==> config.mk <==
export PLATFORM = sky130hd
export DESIGN_NAME = xto_clock_divider
export DESIGN_NICKNAME = d
export VERILOG_FILES = /design/src/rtl/xcd_pkg.sv /design/src/rtl/xcd_ratio_ctrl.sv /design/src/rtl/xcd_div_datapath.sv /design/src/rtl/xcd_timebase.sv /design/src/rtl/xto_clock_divider.sv
export SDC_FILE = /design/constraint.sdc
export NUM_CORES = 1
export LEC_CHECK = 0
export ABC_AREA = 1
export BUFFER_PORTS_ARGS = -buffer_cell sky130_fd_sc_hd__buf_2
export CAP_MARGIN = 5
export CORE_MARGIN = 3
export CORE_UTILIZATION = 55
export DETAILED_ROUTE_END_ITERATION = 12
export GPL_ROUTABILITY_DRIVEN = 0
export PLACE_DENSITY = 0.75
export SLEW_MARGIN = 0
export SYNTH_ARGS = -nofsm -noshare
export SYNTH_HDL_FRONTEND = slang
export SYNTH_SLANG_ARGS = --single-unit
export TNS_END_PERCENT = 50
==> constraint.sdc <==
create_clock -name clkXto -period 5.3 [get_ports clkXto]
set_input_delay 1.06 -clock clkXto [delete_from_list [all_inputs] [get_ports clkXto]]
set_output_delay 1.06 -clock clkXto [all_outputs]
set_load 0.02 [all_outputs]
==> src/rtl/xcd_pkg.sv <==
`timescale 1ns/1ps
package xcd_pkg;

  // Output clock selection; the code values are the outCtrl encodings.
  typedef enum logic [1:0] {
    SEL_OFF  = 2'b00,
    SEL_DIV1 = 2'b01,
    SEL_DIV2 = 2'b10,
    SEL_DIV4 = 2'b11
  } outSel_e;

  // Strobes from the ratio control to the divider datapath.
  typedef struct packed {
    outSel_e selCur;   // ratio in force this cycle
    outSel_e selNext;  // ratio in force after the next rising edge
    logic    restart;  // next rising edge starts a fresh period
  } divStrobe_t;

endpackage

==> src/rtl/xcd_ratio_ctrl.sv <==
`timescale 1ns/1ps
module xcd_ratio_ctrl
  import xcd_pkg::*;
(
  input  logic       clkXto,
  input  logic       rstN,
  input  logic [1:0] outCtrl,
  input  logic       atEnd,
  output divStrobe_t strb
);

  outSel_e curSel;
  outSel_e selNext;
  logic    loadNow;

  // A new code is accepted when off, or on the edge that closes a period.
  always_comb begin
    loadNow = (curSel == SEL_OFF) || atEnd;
    selNext = loadNow ? outSel_e'(outCtrl) : curSel;
  end

  always_ff @(posedge clkXto or negedge rstN) begin
    if (!rstN) curSel <= SEL_OFF;
    else       curSel <= selNext;
  end

  always_comb begin
    strb.selCur  = curSel;
    strb.selNext = selNext;
    strb.restart = loadNow;
  end

  // the applied ratio moves only from off or at a period boundary
  a_r6_switch_at_end: assert property (@(posedge clkXto) disable iff (!rstN)
    (curSel != $past(curSel)) |-> ($past(curSel) == SEL_OFF || $past(atEnd)));

endmodule

==> src/rtl/xcd_div_datapath.sv <==
`timescale 1ns/1ps
module xcd_div_datapath
  import xcd_pkg::*;
#(
  parameter int ODD_DIV = 3
)(
  input  logic       clkXto,
  input  logic       rstN,
  input  divStrobe_t strb,
  output logic       atEnd,
  output logic       clkOut
);

  localparam int CNT_W = $clog2(4 * ODD_DIV);
  localparam logic [CNT_W-1:0] LEN1 = CNT_W'(ODD_DIV);
  localparam logic [CNT_W-1:0] LEN2 = CNT_W'(2 * ODD_DIV);
  localparam logic [CNT_W-1:0] LEN4 = CNT_W'(4 * ODD_DIV);

  function automatic logic [CNT_W-1:0] lenOf(input outSel_e s);
    case (s)
      SEL_DIV1: lenOf = LEN1;
      SEL_DIV2: lenOf = LEN2;
      SEL_DIV4: lenOf = LEN4;
      default:  lenOf = '0;
    endcase
  endfunction

  logic [CNT_W-1:0] cnt, cntNext, lenCur, lenNext;
  logic [CNT_W:0]   hiStart;
  logic             hiNext;
  logic             posFlag, negFlag;

  always_comb begin
    lenCur  = lenOf(strb.selCur);
    lenNext = lenOf(strb.selNext);
    atEnd   = (strb.selCur != SEL_OFF) && (cnt == lenCur - CNT_W'(1));
    cntNext = (strb.selNext == SEL_OFF || strb.restart) ? '0 : cnt + CNT_W'(1);
    // High region is the upper part of the period: ceil(len/2) onward.
    hiStart = ({1'b0, lenNext} + (CNT_W+1)'(1)) >> 1;
    hiNext  = (strb.selNext != SEL_OFF) && ({1'b0, cntNext} >= hiStart);
  end

  always_ff @(posedge clkXto or negedge rstN) begin
    if (!rstN) begin
      cnt     <= '0;
      posFlag <= 1'b0;
    end else begin
      cnt     <= cntNext;
      posFlag <= hiNext;
    end
  end

  // Falling-edge copy stretches the odd-ratio high phase by half a cycle.
  always_ff @(negedge clkXto or negedge rstN) begin
    if (!rstN) negFlag <= 1'b0;
    else       negFlag <= posFlag && (strb.selCur == SEL_DIV1);
  end

  assign clkOut = posFlag | negFlag;

  // with the output off and no half-cycle tail, the pin is low
  a_r2_off_low: assert property (@(posedge clkXto) disable iff (!rstN)
    (strb.selCur == SEL_OFF && !negFlag) |-> !clkOut);

  // an even-ratio high phase lasts more than one cycle
  a_r4_even_high_hold: assert property (@(posedge clkXto) disable iff (!rstN)
    ($rose(posFlag) && strb.selCur != SEL_DIV1) |=> posFlag);

  // the phase counter never leaves the active period
  a_r3_cnt_bound: assert property (@(posedge clkXto) disable iff (!rstN)
    (strb.selCur != SEL_OFF) |-> (cnt < lenCur));

endmodule

==> src/rtl/xcd_timebase.sv <==
`timescale 1ns/1ps
module xcd_timebase #(
  parameter int BASE_DIV  = 16,
  parameter int RANGE_W   = 2,
  parameter int SCALE_MAX = 8
)(
  input  logic               clkXto,
  input  logic               rstN,
  input  logic [RANGE_W-1:0] rateRange,
  output logic               baseTick,
  output logic               scaledTick
);

  localparam int BASE_W = $clog2(BASE_DIV);
  localparam int SC_W   = (SCALE_MAX > 1) ? $clog2(SCALE_MAX) : 1;

  logic [BASE_W-1:0]  baseCnt;
  logic [SC_W-1:0]    scCnt, lastIdx;
  logic [RANGE_W-1:0] rangeCur;
  logic               preTick;

  always_comb begin
    preTick = (baseCnt == BASE_W'(BASE_DIV - 2));
    lastIdx = SC_W'((SCALE_MAX >> rangeCur) - 1);
  end

  always_ff @(posedge clkXto or negedge rstN) begin
    if (!rstN) begin
      baseCnt  <= '0;
      baseTick <= 1'b0;
    end else begin
      baseCnt  <= (baseCnt == BASE_W'(BASE_DIV - 1)) ? '0 : baseCnt + BASE_W'(1);
      baseTick <= preTick;
    end
  end

  always_ff @(posedge clkXto or negedge rstN) begin
    if (!rstN) begin
      scCnt      <= '0;
      rangeCur   <= '0;
      scaledTick <= 1'b0;
    end else if (preTick) begin
      if (rateRange != rangeCur) begin
        rangeCur   <= rateRange;
        scCnt      <= '0;
        scaledTick <= 1'b0;
      end else begin
        scaledTick <= (scCnt == lastIdx);
        scCnt      <= (scCnt == lastIdx) ? '0 : scCnt + SC_W'(1);
      end
    end else begin
      scaledTick <= 1'b0;
    end
  end

  // the base strobe is a single-cycle pulse
  a_r8_one_cycle: assert property (@(posedge clkXto) disable iff (!rstN)
    baseTick |=> !baseTick);

  // a scaled strobe only rides on a base strobe
  a_r9_inside_base: assert property (@(posedge clkXto) disable iff (!rstN)
    scaledTick |-> baseTick);

  // the tick that applies a new range gives no scaled strobe
  a_r10_restart_quiet: assert property (@(posedge clkXto) disable iff (!rstN)
    (rangeCur != $past(rangeCur)) |-> !scaledTick);

endmodule

==> src/rtl/xto_clock_divider.sv <==
`timescale 1ns/1ps
module xto_clock_divider
  import xcd_pkg::*;
#(
  parameter int ODD_DIV   = 3,
  parameter int BASE_DIV  = 16,
  parameter int SCALE_MAX = 8
)(
  input  logic       clkXto,
  input  logic       rstN,
  input  logic [1:0] outCtrl,
  input  logic [1:0] rateRange,
  input  logic       standby,
  output logic       clkOut,
  output logic       baseTick,
  output logic       scaledTick
);

  divStrobe_t divStrb;
  logic       atEnd;

  // the mode input deliberately drives nothing
  logic unusedModeIn;
  assign unusedModeIn = standby;

  xcd_ratio_ctrl u_ctrl (
    .clkXto (clkXto),
    .rstN   (rstN),
    .outCtrl(outCtrl),
    .atEnd  (atEnd),
    .strb   (divStrb)
  );

  xcd_div_datapath #(.ODD_DIV(ODD_DIV)) u_path (
    .clkXto(clkXto),
    .rstN  (rstN),
    .strb  (divStrb),
    .atEnd (atEnd),
    .clkOut(clkOut)
  );

  xcd_timebase #(
    .BASE_DIV (BASE_DIV),
    .RANGE_W  (2),
    .SCALE_MAX(SCALE_MAX)
  ) u_tbase (
    .clkXto    (clkXto),
    .rstN      (rstN),
    .rateRange (rateRange),
    .baseTick  (baseTick),
    .scaledTick(scaledTick)
  );

endmodule

==> implementation parameters <==
Parameter                              Value

Final layout
  Area Overhead vs Synth ... 8.97%
  Combined area of the multi-input logic cells ... 544 um^2
  Share of layout cells above drive strength 1 ... 15.4%
  Most common library cell in the layout ignoring fill and taps ... nand2_1
  Commonest cells after routing, fill and taps aside ... 23 x nand2_1, 20 x inv_1, 18 x dfrtp_1
  Register cell area after layout ... 475 um^2
  Net count reported at finish ... 157
  Number of filler cells placed in the layout ... 146
  Post-Route Utilization ... 66.7%
  Finished layout cell area ... 1200 um^2
  Ant. Diodes ... 0

Detailed routing
  Total wire length ... 1.70 mm
  Total number of vias ... 776
  Drc violations ... 0
  1st-pass router iterations ... 3
  Average detailed-routed wire length per instance ... 10.6 um
  Antenna viol nets, final ... 0
  Detail-routed via count per cell ... 4.82
  Initial detailed-routing violation count ... 10

CTS
  Clk sink count ... 19
  Root buffer cell ... clkbuf_4
  Later-pin clock latency in the skew report ... 0.29 ns
  Buffers inserted during post-CTS setup optimization ... 0
  TritonCTS clock tree ... done
  Clock slew seen by the registers of the worst setup and hold paths ... 0.10 ns
  Number of buffers created by CTS ... 3
  Number of buffers inserted for hold repair after clock tree synthesis ... 0
  H-Tree Level Count ... 1
  Maximum count of clock buffers along a single path ... 2
  Total of cells resized after clock tree synthesis ... 0

Power and ir drop
  Ratio of total power to cell area ... 504 nW/um^2
  Net switching power ... 0.268 mW
  Total leakage power ... 0.701 nW
  Worst voltage drop across the vdd grid ... 0.509 mV
  Switching Share ... 44.2%
  Combinational group share of total power ... 54.8%
  Post-layout total power ... 0.606 mW
  Share of power burned in registers ... 33.3%
  P_int ... 0.338 mW
  Part of the total power dissipated in the clock network ... 11.9%

Die
  Die Width ... 50.8 um
  Boundary Pins ... 10
  Die area ... 2580 um^2
  Die Height ... 50.8 um
  Initial standard-cell utilization of the core ... 61.2%
  Core Region ... 1800 um^2
  Std-Cell Rows ... 15

Setup path
  Kind of start point of the critical path ... flip-flop
  Critical path fanouts, max ... 1
  Kind of critical path ... flip-flop to output port
  Critical path data arrival time ... 3.68 ns
  Worst endpoint required time ... 4.24 ns
  Kind of capture point of the worst setup path ... output port

Placed design
  Number of I/O port buffers ... 8
  Cell Area, Placed ... 1170 um^2
  Post-detailed-placement half-perimeter wirelength ... 1.35 mm

Global routing
  Global routing usage summed across all routing layers ... 15.5%
  Number of global-route vias before repair ... 747
  First-pass GRT wire length ... 3.05 mm
  GRT overflow ... 0
  Pin count of the biggest net entering global routing ... 20
  Initial antenna violation count ... 0

Synthesis
  Proportion of register bits with asynchronous set or reset after synthesis ... 100%
  Number of storage elements in the synthesis netlist ... 19
  Area of the mapped netlist ... 1100 um^2
  Number of distinct library cells after synthesis ... 23
  Post-Syn Area per Cell ... 8.89 um^2
  Post-synth EDFFs ... 0
  Seq/Total Area, Yosys ... 43.1%
  Yosys warns ... 0
  Gate count after technology mapping ... 124
  Post-Syn Nets ... 144
  Top flip-flop cell by instance count after synthesis ... dfrtp_1

STA
  Setup repair after global routing missed its margin ... false
  Slew Viols, Final ... 0
  Number of endpoints with negative hold slack in the final report ... 0
  Final-report setup violation count ... 0
  Maximum clock skew at final layout ... 0.00537 ns
  Sum of negative setup slack ... 0 ns
  Hold slack final ... 0.503 ns

Status
  Status ... completed

Run
  Max-capacitance violation count ... 0

Min path
  Worst hold-check path type ... flip-flop to flip-flop
[flip-flops by register name (all words and copies together), names as in the netlist]
name	count
u_path.cnt	4
u_tbase.baseCnt	4
u_tbase.scCnt	3
u_ctrl.curSel	2
u_tbase.rangeCur	2
u_path.negFlag	1
u_path.posFlag	1
u_tbase.baseTick	1
u_tbase.scaledTick	1
[power groups by stage]
stage	Sequential [mW]	Clock (mW)	Combinational (mW)
finish	0.202	0.0723	0.332
global route	0.205	0.0784	0.379
CTS	0.201	0.0751	0.329
detailed placement	0.205	0	0.324
global placement	0.202	0	0.309
floorplan	0.196	0	0.266
[logic make-up (layout without fill, tap and decap cells)]
family | after synthesis | in the layout | share of synthesized area (%)
compound gates | 8 | 8 | 3.86
xor+xnor | 12 | 12 | 9.53
fa+ha+maj | 13 | 13 | 14.8
buf+inv | 22 | 34 | 7.49
flops | 19 | 19 | 43.1
mux | 1 | 1 | 0.908
other cells | 1 | 1 | 0.340
simple gates | 48 | 48 | 20.0
[cell usage after synthesis, drive strengths merged (2+ instances only)]
master	count	share of area, %
xnor2	8	6.4
inv	22	7.5
a21oi	5	2.3
dfrtp	18	41
nand3	4	1.8
o21ai	2	0.91
xor2	4	3.2
ha	13	15
nand2	28	12
nor2	12	4.3
[stage by stage]
| step | setup WS, ns | cells |
|---|---|---|
| after global placement | 0.873 | 157 |
| after floorplan | 0.969 | 124 |
| after detailed placement | 0.876 | 157 |
| final | 0.560 | 161 |
| after CTS | 0.547 | 161 |
| after global routing | 0.521 | 161 |
[critical path: stages (launching register included)]
cell and delay [ns]:
dfrtn_1 0.33, or2_2 0.26, buf_2 0.16
[per-layer routing]
layer	part of all wire [%]	wire [um]	GRT usage, %	vias up
met4	0.76	13	4.04	0
met3	2.9	50	3.56	2
met1	47	805	19.4	365
met5	0	0	0	-
li1	-	-	-	400
met2	49	831	26.7	9
[cell type report]
type | instances | area share (%)
Clock buffer | 3 | 1.88
Tap cell | 25 | 2.60
Sequential cell | 19 | 39.6
Multi-Input combinational cell | 83 | 45.3
Inverter | 22 | 6.88
Clock inverter | 1 | 0.417
Timing Repair Buffer | 8 | 3.33
[path summary, 6_finish.rpt]
kind	startpoint	to	slack, ns	cells past startpoint
worst max-delay path	u_path.negFlag	clkOut	0.56	2
worst min register to register	u_tbase.baseCnt[2]	u_tbase.baseCnt[2]	0.50	1
worst min-delay path	u_tbase.baseCnt[2]	u_tbase.baseCnt[2]	0.50	1
max in group asynchronous	rstN	u_path.negFlag	1.76	1
min in group asynchronous	rstN	u_path.posFlag	0.68	1
worst max register to register	u_ctrl.curSel[1]	u_path.negFlag	1.76	4
(Power assumes the default switching activity.)
